[src/rtl/pic_pkg.sv]
package pic_pkg;

   typedef enum logic [2:0] {
      ST_UNINIT,
      ST_BASE,
      ST_CASC,
      ST_MODE,
      ST_READY
   } init_st_t;

   localparam logic       ADDR_CMD  = 1'b0;
   localparam logic       ADDR_DATA = 1'b1;
   localparam logic [7:0] CMD_EOI   = 8'h20;
   localparam int         BIT_START = 4;
   localparam int         BIT_MODEW = 0;
   localparam int         BIT_SINGL = 1;
   localparam int         BIT_LEVEL = 3;
   localparam int         BIT_AUTO  = 1;

endpackage

[src/rtl/pic_cfg_ctrl.sv]
module pic_cfg_ctrl
   import pic_pkg::*;
#(
   parameter int NLINES = 8
) (
   input  logic              clk,
   input  logic              rst_n,
   input  logic              wr,
   input  logic              rd,
   input  logic              addr,
   input  logic [7:0]        wdata,
   output logic [7:0]        rdata,
   output logic [NLINES-1:0] mask,
   output logic [7:0]        base,
   output logic [7:0]        cascade,
   output logic              level_mode,
   output logic              auto_eoi,
   output logic              ready,
   output logic              init_pulse,
   output logic              eoi_pulse
);

   init_st_t state_q;
   logic     need_mode_q;
   logic     single_q;
   logic     cmd_wr;
   logic     dat_wr;

   assign cmd_wr     = wr && (addr == ADDR_CMD);
   assign dat_wr     = wr && (addr == ADDR_DATA);
   assign ready      = (state_q == ST_READY);
   assign init_pulse = cmd_wr && wdata[BIT_START];
   assign eoi_pulse  = cmd_wr && (wdata == CMD_EOI) && ready;

   always_ff @(posedge clk or negedge rst_n) begin
      if (!rst_n) begin
         state_q     <= ST_UNINIT;
         mask        <= '1;
         base        <= '0;
         cascade     <= '0;
         need_mode_q <= 1'b0;
         single_q    <= 1'b0;
         level_mode  <= 1'b0;
         auto_eoi    <= 1'b0;
      end else if (init_pulse) begin
         state_q     <= ST_BASE;
         mask        <= '1;
         cascade     <= '0;
         auto_eoi    <= 1'b0;
         need_mode_q <= wdata[BIT_MODEW];
         single_q    <= wdata[BIT_SINGL];
         level_mode  <= wdata[BIT_LEVEL];
      end else if (dat_wr) begin
         case (state_q)
            ST_BASE: begin
               base <= wdata;
               if (!single_q)
                  state_q <= ST_CASC;
               else if (need_mode_q)
                  state_q <= ST_MODE;
               else
                  state_q <= ST_READY;
            end
            ST_CASC: begin
               cascade <= wdata;
               state_q <= need_mode_q ? ST_MODE : ST_READY;
            end
            ST_MODE: begin
               auto_eoi <= wdata[BIT_AUTO];
               state_q  <= ST_READY;
            end
            ST_READY: mask <= wdata[NLINES-1:0];
            default: ;
         endcase
      end
   end

   always_comb begin
      rdata = '0;
      if (rd && addr == ADDR_DATA)
         rdata[NLINES-1:0] = mask;
   end

endmodule

[src/rtl/pic_req_latch.sv]
module pic_req_latch #(
   parameter int NLINES = 8
) (
   input  logic              clk,
   input  logic              rst_n,
   input  logic              init_pulse,
   input  logic              level_mode,
   input  logic [NLINES-1:0] lines_in,
   input  logic [NLINES-1:0] ack_clr,
   output logic [NLINES-1:0] irr
);

   for (genvar g = 0; g < NLINES; g++) begin : g_line
      logic prev_q;
      logic armed_q;

      always_ff @(posedge clk or negedge rst_n) begin
         if (!rst_n) begin
            prev_q  <= 1'b0;
            armed_q <= 1'b0;
         end else begin
            prev_q <= lines_in[g];
            if (init_pulse || ack_clr[g] || !lines_in[g])
               armed_q <= 1'b0;
            else if (!prev_q)
               armed_q <= 1'b1;
         end
      end

      assign irr[g] = level_mode ? lines_in[g] : (armed_q & lines_in[g]);
   end

endmodule

[src/rtl/pic_prio_core.sv]
module pic_prio_core #(
   parameter int NLINES = 8
) (
   input  logic              clk,
   input  logic              rst_n,
   input  logic [NLINES-1:0] irr,
   input  logic [NLINES-1:0] mask,
   input  logic [7:0]        base,
   input  logic              auto_eoi,
   input  logic              ready,
   input  logic              init_pulse,
   input  logic              eoi_pulse,
   input  logic              ack,
   output logic              int_req,
   output logic [7:0]        vec_out,
   output logic [NLINES-1:0] ack_clr,
   output logic [NLINES-1:0] isr
);

   localparam int             IW   = (NLINES > 1) ? $clog2(NLINES) : 1;
   localparam logic [IW-1:0]  SPUR = IW'(NLINES - 1);

   function automatic logic [IW-1:0] first_set(input logic [NLINES-1:0] v);
      logic [IW-1:0] r;
      r = '0;
      for (int i = NLINES - 1; i >= 0; i--)
         if (v[i]) r = IW'(i);
      return r;
   endfunction

   logic [NLINES-1:0] pend;
   logic [NLINES-1:0] isr_n;
   logic [IW-1:0]     pend_top;
   logic [IW-1:0]     isr_top;
   logic [IW-1:0]     sel;
   logic [7:0]        sel8;
   logic              grant;

   assign pend     = irr & ~mask & {NLINES{ready}};
   assign pend_top = first_set(pend);
   assign isr_top  = first_set(isr);
   assign int_req  = (|pend) && (!(|isr) || (pend_top < isr_top));
   assign grant    = ack && int_req;
   assign sel      = int_req ? pend_top : SPUR;

   always_comb begin
      sel8          = '0;
      sel8[IW-1:0]  = sel;
      vec_out       = ack ? (base + sel8) : 8'h00;
      ack_clr       = '0;
      if (grant) ack_clr[pend_top] = 1'b1;
   end

   always_comb begin
      isr_n = isr;
      if (eoi_pulse && (|isr)) isr_n[isr_top] = 1'b0;
      if (grant && !auto_eoi)  isr_n[pend_top] = 1'b1;
      if (init_pulse)          isr_n = '0;
   end

   always_ff @(posedge clk or negedge rst_n) begin
      if (!rst_n) isr <= '0;
      else        isr <= isr_n;
   end

endmodule

[src/rtl/prio_intc.sv]
module prio_intc #(
   parameter int NLINES = 8
) (
   input  logic              clk,
   input  logic              rst_n,
   input  logic              bus_wr,
   input  logic              bus_rd,
   input  logic              bus_addr,
   input  logic [7:0]        bus_wdata,
   output logic [7:0]        bus_rdata,
   input  logic [NLINES-1:0] irq_in,
   output logic              int_req,
   input  logic              int_ack,
   output logic [7:0]        int_vector,
   output logic              cfg_ready,
   output logic [7:0]        cfg_cascade
);

   if (NLINES < 2 || NLINES > 8) begin : g_bad_lines
      $error("prio_intc: NLINES must lie in 2..8");
   end

   logic [NLINES-1:0] cur_mask;
   logic [NLINES-1:0] req_vec;
   logic [NLINES-1:0] isr_vec;
   logic [NLINES-1:0] clr_vec;
   logic [7:0]        cfg_base;
   logic              level_mode;
   logic              auto_eoi;
   logic              init_pulse;
   logic              eoi_pulse;

   pic_cfg_ctrl #(.NLINES(NLINES)) u_cfg (
      .clk        (clk),
      .rst_n      (rst_n),
      .wr         (bus_wr),
      .rd         (bus_rd),
      .addr       (bus_addr),
      .wdata      (bus_wdata),
      .rdata      (bus_rdata),
      .mask       (cur_mask),
      .base       (cfg_base),
      .cascade    (cfg_cascade),
      .level_mode (level_mode),
      .auto_eoi   (auto_eoi),
      .ready      (cfg_ready),
      .init_pulse (init_pulse),
      .eoi_pulse  (eoi_pulse)
   );

   pic_req_latch #(.NLINES(NLINES)) u_req (
      .clk        (clk),
      .rst_n      (rst_n),
      .init_pulse (init_pulse),
      .level_mode (level_mode),
      .lines_in   (irq_in),
      .ack_clr    (clr_vec),
      .irr        (req_vec)
   );

   pic_prio_core #(.NLINES(NLINES)) u_prio (
      .clk        (clk),
      .rst_n      (rst_n),
      .irr        (req_vec),
      .mask       (cur_mask),
      .base       (cfg_base),
      .auto_eoi   (auto_eoi),
      .ready      (cfg_ready),
      .init_pulse (init_pulse),
      .eoi_pulse  (eoi_pulse),
      .ack        (int_ack),
      .int_req    (int_req),
      .vec_out    (int_vector),
      .ack_clr    (clr_vec),
      .isr        (isr_vec)
   );

endmodule

[config.mk]
export PLATFORM = sky130hd
export DESIGN_NAME = prio_intc
export DESIGN_NICKNAME = d
export VERILOG_FILES = /design/src/rtl/pic_pkg.sv /design/src/rtl/pic_cfg_ctrl.sv /design/src/rtl/pic_req_latch.sv /design/src/rtl/pic_prio_core.sv /design/src/rtl/prio_intc.sv
export SDC_FILE = /design/constraint.sdc
export NUM_CORES = 1
export LEC_CHECK = 0
export BUFFER_PORTS_ARGS = -buffer_cell sky130_fd_sc_hd__buf_2
export CAP_MARGIN = 20
export CORE_AREA = 2 2 91 93
export DETAILED_ROUTE_END_ITERATION = 8
export DIE_AREA = 0 0 93 95
export PLACE_DENSITY = 0.56
export SETUP_SLACK_MARGIN = 0.15
export SLEW_MARGIN = 40
export SYNTH_ARGS = -nofsm -noshare
export SYNTH_HDL_FRONTEND = slang
export SYNTH_SLANG_ARGS = --single-unit
[constraint.sdc]
create_clock -name clk -period 5.8 [get_ports clk]
set_input_delay 0.58 -clock clk [delete_from_list [all_inputs] [get_ports clk]]
set_output_delay 0.58 -clock clk [all_outputs]
set_load 0.005 [all_outputs]
# After elaboration in Yosys (flattened, before gate mapping)
# Cells that the tools add are included.
[classes]
add_sub_neg = 1
n_mul = 0
div = 0
magnitude_cmp = 5
n_eq_ne = 13
n_shift = 0
muxes = 65
bitwise = 16
reduce_logical = 51
[ops]
columns = ["op", "n"]
rows = [
  ["$mux 8", 12],
  ["$mux 3", 21],
  ["$mux 1", 29],
  ["$and 8x8->8", 3],
  ["$logic_or 1x1->1", 17],
  ["$ne 2x2->1 const B", 8],
  ["$not 8->8", 2],
  ["$reduce_or 8->1", 2],
  ["$logic_and 1x1->1", 12],
  ["$logic_not 1->1", 10],
  ["$pmux 3 s3", 1],
  ["$add 8x3->8", 1],
  ["$and 1x1->1", 8],
  ["$eq 8x6->1 const B", 1],
  ["$lt 3x4->1 const B", 2],
  ["$or 8x8->8", 1],
  ["$reduce_and 2->1", 4],
  ["$reduce_bool 2->1", 4],
  ["$demux 1 s3", 2],
  ["$eq 3x2->1 const B", 2],
  ["$ge 3x1->1 const B", 2],
  ["$reduce_bool 4->1", 1],
  ["$eq 3x1->1 const B", 1],
  ["$eq 3x3->1 const B", 1],
  ["3 further kinds", 4],
]
[word_totals]
register_bits = 55
latchBits = 0
ramBits = 0
rom_bits = 0
input_bits = 22
out_inout_bits = 26
n_memories = 0

# Logic depth before layout (Yosys ltp)
# Gate-level depths: netlist (run 1).
[depth]
word_depth = 20
depth_mapped = 18
mapped_depth_nobuf = 17

# Hierarchy
# A second synthesis (run 1) with hierarchy kept.
[hier_totals]
cells_unflattened = 313
area_unflattened_um2 = 3115.5
[by_module_without_submodules]
columns = ["module", "n_inst", "cells_each", "area_each_um2"]
rows = [
  ["pic_cfg_ctrl", 1, 131, 1415.1],
  ["pic_prio_core", 1, 140, 1053.5],
  ["pic_req_latch", 1, 42, 646.9],
]

# Least setup slack after synthesis (run 1)
# No wires, ideal clock.
[synth_timing]
path_kind = "in2out"
start = "input irq_in[1]"
end = "output int_vector[7]"
arrival_time_ps = 3678
required_time_ps = 5220
slack_ps = 1542
path_stages = 14
n_path_buf = 0
cell_sequence = "inv_1 o32ai_1 o21a_1 nor2_1 ha_1 a21oi_1 a21oi_1 a2111o_1 ha_1 a21o_1 a21oi_1 nor3_1 xor2_1 and2_1"
[synth_via]
elab_chain_cells = 12
elab_cells_between_ends = 13
cone_classes = "1 x add/sub; 1 x order compare; 5 x mux; 3 x bitwise; 3 x reduce/logical"
[synth_rtl]
columns = ["item", "line", "source"]
rows = [
  ["start: declaration", "prio_intc.sv:11", "input logic [NLINES-1:0] irq_in,"],
  ["$and 1x1->1", "pic_req_latch.sv:30", "assign irr[g] = level_mode ? lines_in[g] : (armed_q & lines_in[g]);"],
  ["$mux 1 *", "pic_req_latch.sv:30", ""],
  ["$and 8x8->8 * (2 in a row)", "pic_prio_core.sv:39", "assign pend = irr & ~mask & {NLINES{ready}};"],
  ["$mux 3 (2 in a row)", "pic_prio_core.sv:27", "if (v[i]) r = IW'(i);"],
  ["$lt 3x3->1", "pic_prio_core.sv:42", "assign int_req = (|pend) && (!(|isr) || (pend_top < isr_top));"],
  ["$logic_or 1x1->1", "pic_prio_core.sv:42", ""],
  ["$logic_and 1x1->1", "pic_prio_core.sv:42", ""],
  ["$mux 3 *", "pic_prio_core.sv:44", "assign sel = int_req ? pend_top : SPUR;"],
  ["$add 8x3->8 *", "pic_prio_core.sv:49", "vec_out = ack ? (base + sel8) : 8'h00;"],
  ["$mux 8 *", "pic_prio_core.sv:49", ""],
  ["end: declaration", "prio_intc.sv:14", "output logic [7:0] int_vector,"],
]
# Every way passes the cells marked *; elsewhere a longest branch is shown, timed or not.

# Final worst setup path (run 1)
[layout_timing]
start = "register u_cfg.level_mode"
end = "output int_vector[7]"
[layout_via]
elab_chain_cells = 17
elab_cells_between_ends = 25
cone_classes = "1 x add/sub; 1 x order compare; 18 x mux; 2 x bitwise; 3 x reduce/logical"
[layout_rtl]
columns = ["item", "line", "source"]
rows = [
  ["start: declaration", "pic_cfg_ctrl.sv:16", "output logic level_mode,"],
  ["start signal: assignment", "pic_cfg_ctrl.sv:52", "level_mode <= wdata[BIT_LEVEL];"],
  ["$mux 1", "pic_req_latch.sv:30", ""],
  ["$and 8x8->8 * (2 in a row)", "pic_prio_core.sv:39", ""],
  ["$mux 3 (8 in a row)", "pic_prio_core.sv:27", ""],
  ["$lt 3x3->1", "pic_prio_core.sv:42", ""],
  ["$logic_or 1x1->1", "pic_prio_core.sv:42", ""],
  ["$logic_and 1x1->1", "pic_prio_core.sv:42", ""],
  ["$mux 3 *", "pic_prio_core.sv:44", ""],
  ["$add 8x3->8 *", "pic_prio_core.sv:49", ""],
  ["$mux 8 *", "pic_prio_core.sv:49", ""],
]
# Marked as above.

==> flow_summary.toml, run 1 <==
[yosys]
synth_nets = 357
yosysSeqAreaShare = 0.4513
ys_seq_elements = 55
synthArstFlopShare = 1.000
yosysWarnings = 0
synthCells = 329
synth_edf_count = 0
ys.flop_type = "dfrtp_1"
syn_avg_cell_area_um2 = 9.336
yosysUniqueCellTypes = 61
syn_area_mm2 = 0.003072

[placed_design]
routabilityCongestion = 0.8321
place_ws_ns = 0.9450
port_buffers = 47
place_hpwl_um = 5612
place_area_mm2 = 0.003402

[power_and_ir_drop]
power.density_mw_per_mm2 = 394.9
p_leak_uw = 0.001607
vdd.ir_drop.worst_uv = 184.8
power.share.clock = 0.196
power.switching_uw = 504.9
pwr-share-seq = 0.425
internal_power_uw = 886.4
combPwrFrac = 0.379
switching_share = 0.3629

[routing]
via_per_inst = 5.380
dr_wl_met2_um = 3639
num_vias = 2577
met3WireLength_um = 285
wl_met1_um = 3498
finalWirelength_um = 7507
drtIter0Drc = 69
drc = 0
wl_per_cell_um = 15.67
antenna_left = 0
top_layer_used = "met4"
dr.pass1.iters = 4

[timing]
fin_setup_tns_ns = 0
finalCritPeriodShare = 0.8697
fmax_mhz = 198.3
finalSetupViolCount = 0
layout_setup_ws_ns = 0.7560
max_slew_margin = 0.5118
min_period_ns = 5.044
skew_ns = 0.005227
slew_violations = 0
hold_viol = 0
holdWs_ns = 0.3891
tightestPinTransition_ns = 0.7292
rsz0062_at_grt = "no"

[setup_path]
worst-path-buf-inv = 1
path_cells = "or2_1, o2bb2ai_1, nand2b_1, a311oi_1, ha_1, o21a_1, o22ai_4, a21oi_1, a2111o_1, ha_1, a21o_1, a21oi_1, nor3_1, xor2_1, and2_1, buf_2"
slowest_stage = "dfrtp_1"
path_delay_family = "compound AO/OA/AOI/OAI gates"
required_ns = 5.22
worst-path-max-fanout = 9
critical_path_arrival_ns = 4.46
endpoint_kind = "output pin"
cpPeakStageDelay_ns = 0.49
start_kind = "flip-flop"
path_class = "flip-flop to output pin"

[floorplanning]
core_area_mm2 = 0.007928
initial_core_util = 0.3875
io_pins = 48
row_count = 33
die_area_mm2 = 0.008835
die_h_um = 95
die_x_um = 93

[global_route]
antenna_found_initial = 0
grt_pass1_wl_um = 12720
grt_pass1_vias = 2531
grt_max_degree = 56
grt_overflow = 0
track_usage = 0.1825

[cells_and_area]
antenna_cells = 0
drive_gt1_frac = 0.2513
design_area_mm2 = 0.003523
final_common_cell = "nand2_1"
nNetsFinal = 401
syn2layout_area_growth_pct = 14.70
final_cell_mix = "nand2_1 (55), buf_2 (47), dfrtp_1 (47)"

[cts]
worstSkewPairLatency_ns = 0.30
clk_pin_slew_ns = 0.10
cts.sink_count = 55
cts_resized = 0
cts_hold_buf = 0
htree_num_levels = 2
cts-root-buf = "clkbuf_8"
cts_buffer_depth = 2
post_cts_buffers = 0
numCtsBuffers = 5
tritoncts = "built"

[status]
outcome = "completed"

[min_path]
hp-class = "primary input to async pin"

[job]
max-cap-violations = 0
-- Yosys cell counts (4+ instances only) --
library cell / n / area share
o211ai_1: 4 / 0.0098
nor2_1: 22 / 0.027
o31ai_2: 4 / 0.016
o21ai_0: 18 / 0.029
a21oi_1: 9 / 0.015
or3_1: 6 / 0.012
and2_1: 7 / 0.014
mux2_2: 8 / 0.029
clkbuf_1: 7 / 0.0086
dfrtp_1: 47 / 0.38
ha_1: 5 / 0.020
dfstp_2: 8 / 0.068
nand2_1: 55 / 0.067
nand3_1: 21 / 0.034
nor2b_1: 7 / 0.014
a31oi_1: 7 / 0.014
and3_1: 9 / 0.018
nand2b_1: 12 / 0.024
nor3_1: 5 / 0.0081
inv_1: 7 / 0.0086
-- power groups by stage --
stage               combinational [µW]  clock, µW  sequential, µW
floorplan                          405          0             556
global placement                   526          0             598
detailed placement                 532          0             600
CTS                                534        280             593
global route                       604        295             610
finish                             527        273             592
-- worst paths after layout --
check | from | end | slack (ns) | depth (start not counted)
max reg2reg | u_cfg.level_mode | u_prio.isr[4] | 2.70 | 10
min reg2reg | u_cfg.mask[3] | u_cfg.mask[3] | 0.50 | 2
max in group asynchronous | rst_n | u_cfg.need_mode_q | 4.95 | 2
min in group clk | irq_in[5] | u_req.g_line[5].prev_q | 0.40 | 1
min | rst_n | u_req.g_line[4].armed_q | 0.39 | 2
max | u_cfg.level_mode | int_vector[7] | 0.76 | 16
-- cell type report --
cell class	count	area [µm²]
well taps	105	131.4
clock inverters	2	38.79
inverters	8	32.53
multi-input cells	254	1602
fillers	825	4404
flip-flops and latches	55	1386
repair buffers	49	250.2
clock buffers	6	82.58
-- worst register-to-register path, stage by stage, from the launching register on --
cell and delay [ns]:
dfrtp_1 0.49, or2_1 0.29, o2bb2ai_1 0.19, nand2b_1 0.21
a311oi_1 0.47, ha_1 0.32, o21a_1 0.22, o22ai_4 0.19
and4b_4 0.32, a31oi_4 0.07, o31ai_2 0.25
-- state kept, by name, indices dropped and copies added (netlist names) --
register              flops
u_req.g_line.armed_q      8
u_cfg.mask                8
u_cfg.need_mode_q         1
u_cfg.cascade             8
u_cfg.auto_eoi            1
u_prio.isr                8
u_cfg.level_mode          1
u_cfg.state_q             3
u_cfg.base                8
u_req.g_line.prev_q       8
u_cfg.single_q            1
-- metrics by stage --
step / cells / total power [µW] / util
2_1_floorplan: 329 / 961.2 / -
3_3_place_gp: 471 / 1123 / 0.4280
3_5_place_dp: 471 / 1132 / 0.4291
4_1_cts: 479 / 1408 / 0.4444
5_1_grt: 479 / 1509 / 0.4444
6_report: 479 / 1391 / 0.4444
-- per-layer routing --
layer / GRT usage / up-vias
met5: 0 / -
met2: 0.3134 / 56
met4: 0.04167 / 0
li1: - / 1265
met1: 0.2452 / 1250
met3: 0.02713 / 6
-- logic make-up (layout without fill, tap and decap cells) --
group / count (synthesis) / after routing / share of synthesized area
fa+ha+maj: 6 / 6 / 0.02688
xor+xnor: 4 / 4 / 0.01141
flops: 55 / 55 / 0.4513
buf+inv: 20 / 65 / 0.03015
simple gates: 164 / 164 / 0.2717
mux: 10 / 10 / 0.03585
compound gates: 70 / 70 / 0.1727
No activity file was read; power rests on OpenSTA's default activity.
==> run 2: changes to the inputs <==
- CORE_AREA: 2 2 91 93 -> 10 10 99 101
- DIE_AREA: 0 0 93 95 -> 0 0 109 111
==> flow_summary.toml, run 2 (synthesis results as in run 1) <==
[global_route]
grt_pass1_wl_um = 13540
grt_pass1_vias = 2639
grt_overflow = 0
grt_max_degree = 56
track_usage = 0.1363
antenna_found_initial = 0

[cts]
htree_num_levels = 2
cts_buffer_depth = 2
cts.sink_count = 55
worstSkewPairLatency_ns = 0.31
tritoncts = "built"
numCtsBuffers = 5
cts_resized = 0
cts-root-buf = "clkbuf_8"
post_cts_buffers = 0
cts_hold_buf = 0
clk_pin_slew_ns = 0.10

[cells_and_area]
design_area_mm2 = 0.003487
drive_gt1_frac = 0.2487
final_common_cell = "nand2_1"
antenna_cells = 0
syn2layout_area_growth_pct = 13.52
final_cell_count_no_fill = 479
final_cell_mix = "nand2_1 (55), buf_2 (47), dfrtp_1 (47)"
nNetsFinal = 401

[setup_path]
start_kind = "flip-flop"
required_ns = 5.22
path_class = "flip-flop to output pin"
worst-path-max-fanout = 9
critical_path_arrival_ns = 4.56
worstRegToRegCells = 10
endpoint_kind = "output pin"

[timing]
finalCritPeriodShare = 0.8869
finalSetupViolCount = 0
fin_setup_tns_ns = 0
rsz0062_at_grt = "no"
min_period_ns = 5.144
max_slew_margin = 0.4984
slew_violations = 0
skew_ns = 0.007807
hold_viol = 0
holdWs_ns = 0.3937
layout_setup_ws_ns = 0.6562
fmax_mhz = 194.4
tightestPinTransition_ns = 0.7492

[routing]
antenna_left = 0
wl_per_cell_um = 16.88
dr.pass1.iters = 4
finalWirelength_um = 8087
via_per_inst = 5.376
num_vias = 2575
drtIter0Drc = 99
drc = 0

[power_and_ir_drop]
p_leak_uw = 0.001587
vdd.ir_drop.worst_uv = 162.5
power.density_mw_per_mm2 = 384.9

[floorplanning]
io_pins = 48
core_area_mm2 = 0.007969
die_h_um = 111
row_count = 33
initial_core_util = 0.3855
die_x_um = 109
die_area_mm2 = 0.01210

[placed_design]
place_area_mm2 = 0.003402
routabilityCongestion = 0.8359
port_buffers = 47
place_hpwl_um = 6129
dpl.cell_count = 471
place_ws_ns = 0.8202

[status]
outcome = "completed"

[job]
max-cap-violations = 0

[min_path]
hp-class = "primary input to async pin"
-- run 2: worst max-delay path: stages, from the launching register on --
cell      delay, ns
dfrtp_1        0.53
nor2_1         0.10
o32ai_1        0.56
o21a_1         0.36
nor2_1         0.09
ha_1           0.31
a21oi_1        0.42
a21oi_1        0.18
a2111o_1       0.42
ha_1           0.28
a21o_1         0.19
a21oi_1        0.28
nor3_1         0.12
xor2_1         0.15
and2_1         0.15
buf_2          0.12
-- run 2: through the flow --
step / util / power (µW)
final: 0.4376 / 1342
after CTS: 0.4376 / 1361
after global routing: 0.4376 / 1448
after global placement: 0.4258 / 1131
after detailed placement: 0.4269 / 1146
after floorplan: - / 961.2
-- run 2: worst paths after layout --
| path | from | to | slack [ns] |
|---|---|---|---|
| min reg2reg | u_cfg.mask[3] | u_cfg.mask[3] | 0.50 |
| max in group asynchronous | rst_n | u_cfg.state_q[1] | 4.94 |
| min in group clk | irq_in[7] | u_req.g_line[7].prev_q | 0.40 |
| max reg2reg | u_cfg.level_mode | u_prio.isr[4] | 2.65 |
| min | rst_n | u_prio.isr[5] | 0.39 |
| max | u_cfg.level_mode | int_vector[7] | 0.66 |
-- run 2: final cells by class --
| type | instances | area, µm² |
|---|---|---|
| clock buffer | 6 | 72.57 |
| clock inverter | 2 | 12.51 |
| fill | 788 | 4482 |
| inverter | 8 | 32.53 |
| multi-input combinational | 254 | 1602 |
| sequential | 55 | 1386 |
| tap | 105 | 131.4 |
| timing repair buffer | 49 | 250.2 |
-- run 2: power by group --
part	internal (µW)	total (µW)	switching (µW)
combinational	248	536	288
sequential	497	593	96.7
clock	84.9	213	128
-- run 2: metal layers --
layer	GRT usage	wire, µm	vias to the layer above
met5	0	0	-
met4	0.03606	122	0
met3	0.02965	358	9
met2	0.2229	3970	58
met1	0.1754	3636	1249
li1	-	-	1259
==> run 3: changes to the inputs <==
- clock period: 5.8 -> 6.14 ns (I/O delays scaled with it)
==> flow_summary.toml, run 3 (synthesis results as in run 1) <==
[floorplanning]
die_x_um = 109
core_area_mm2 = 0.007969
io_pins = 48
die_h_um = 111
row_count = 33
die_area_mm2 = 0.01210
initial_core_util = 0.3855

[global_route]
grt_max_degree = 56
grt_pass1_wl_um = 13550
grt_pass1_vias = 2690
antenna_found_initial = 0
grt_overflow = 0
track_usage = 0.1367

[cells_and_area]
nNetsFinal = 401
drive_gt1_frac = 0.2460
antenna_cells = 0
final_cell_mix = "nand2_1 (55), buf_2 (47), dfrtp_1 (47)"
syn2layout_area_growth_pct = 13.52
final_common_cell = "nand2_1"
design_area_mm2 = 0.003487
fillers = 794
final_cell_count_no_fill = 479
multiInputGateArea_mm2 = 0.001602
seqCellArea_mm2 = 0.001386

[placed_design]
dpl.cell_count = 471
routabilityCongestion = 0.8329
place_hpwl_um = 6120
port_buffers = 47
place_area_mm2 = 0.003402

[routing]
finalWirelength_um = 8123
via_per_inst = 5.418
drtIter0Drc = 86
dr.pass1.iters = 4
wl_per_cell_um = 16.96
drc = 0
antenna_left = 0
num_vias = 2595

[timing]
skew_ns = 0.01074
fin_setup_tns_ns = 0
fmax_mhz = 190.6
max_slew_margin = 0.5049
min_period_ns = 5.246
slew_violations = 0
finalCritPeriodShare = 0.8544
tightestPinTransition_ns = 0.7396
hold_viol = 0
rsz0062_at_grt = "no"
finalSetupViolCount = 0

[setup_path]
start_kind = "flip-flop"
path_class = "flip-flop to output pin"
critical_path_arrival_ns = 4.63
regToRegEndpoint = "u_prio.isr[6]"
endpoint_kind = "output pin"
worst-path-max-fanout = 9
ff2ff_setup_slack_ns = 2.99
required_ns = 5.53
r2r-start = "u_cfg.level_mode"
worstRegToRegCells = 10

[cts]
cts.sink_count = 55
cts_hold_buf = 0
cts-root-buf = "clkbuf_8"
cts_buffer_depth = 2
cts_resized = 0
htree_num_levels = 2
worstSkewPairLatency_ns = 0.31
clk_pin_slew_ns = 0.10
numCtsBuffers = 5
tritoncts = "built"
post_cts_buffers = 0

[min_path]
hp-start = "irq_in[7]"
hp-class = "primary input to flip-flop"
min_to = "u_req.g_line[7].prev_q"
hold_depth = 1

[power_and_ir_drop]
p_leak_uw = 0.001588
power.density_mw_per_mm2 = 364.2
vdd.ir_drop.worst_uv = 145.6

[job]
max-cap-violations = 0

[status]
outcome = "completed"
[run 3: changes by cell type in the layout (fill, tap and decap cells not counted)]
cell	delta
clkinv_2	-1
inv_6	+1
clkinvlp_4	-1
clkbuf_1	+1
[run 3: worst max path at each step]
stage	start	end	slack (ns)	depth (start not counted)
detailed placement	irq_in[1]	int_vector[7]	1.09	16
floorplan	irq_in[1]	int_vector[7]	1.81	14
finish	u_cfg.level_mode	int_vector[7]	0.89	15
global route	u_cfg.level_mode	int_vector[7]	0.64	15
global placement	irq_in[1]	int_vector[7]	1.15	16
CTS	u_cfg.level_mode	int_vector[7]	0.92	15
[run 3: critical path: stages, from the launching register on]
cell and delay (ns):
dfrtp_1 0.57, nor2_1 0.10, o32ai_1 0.60, o21a_1 0.37
nor2_1 0.08, ha_1 0.31, a21oi_1 0.41, a21oi_1 0.18
a2111o_1 0.42, ha_1 0.28, a21o_1 0.18, a21oi_1 0.29
nor3_1 0.12, xor2_1 0.15, and2_1 0.16, buf_2 0.12
[run 3: power by group]
group	internal [µW]	leakage (µW)	total, µW	switching, µW
logic	234	0.000861	505	270
clock network	82.8	0.0000428	204	122
registers	469	0.000684	561	91.8
total	786	0.00159	1270	484
[run 3: per-layer routing]
metal  GRT usage  vias up  wire length, µm
met3     0.03256       11              442
met5           0        -                0
met4     0.03782        0              133
met2      0.2229       80             3948
li1            -     1256                -
met1      0.1741     1248             3599
[run 3: final cells by class]
type	count	area share
repair buffers	49	0.07176
multi-input cells	254	0.4593
clock inverters	1	0.002512
inverters	8	0.009329
flip-flops and latches	55	0.3976
well taps	105	0.03767
clock buffers	7	0.02189
[run 3: through the flow]
| step | utilization | power (µW) | worst slack (ns) | hold WS, ns |
|---|---|---|---|---|
| 2_1_floorplan | - | 908.0 | 1.814 | 0.3184 |
| 3_3_place_gp | 0.4258 | 1068 | 1.149 | 0.4787 |
| 3_5_place_dp | 0.4269 | 1080 | 1.092 | 0.4895 |
| 4_1_cts | 0.4376 | 1288 | 0.9179 | 0.4159 |
| 5_1_grt | 0.4376 | 1376 | 0.6366 | 0.4090 |
| 6_report | 0.4376 | 1270 | 0.8941 | 0.4203 |
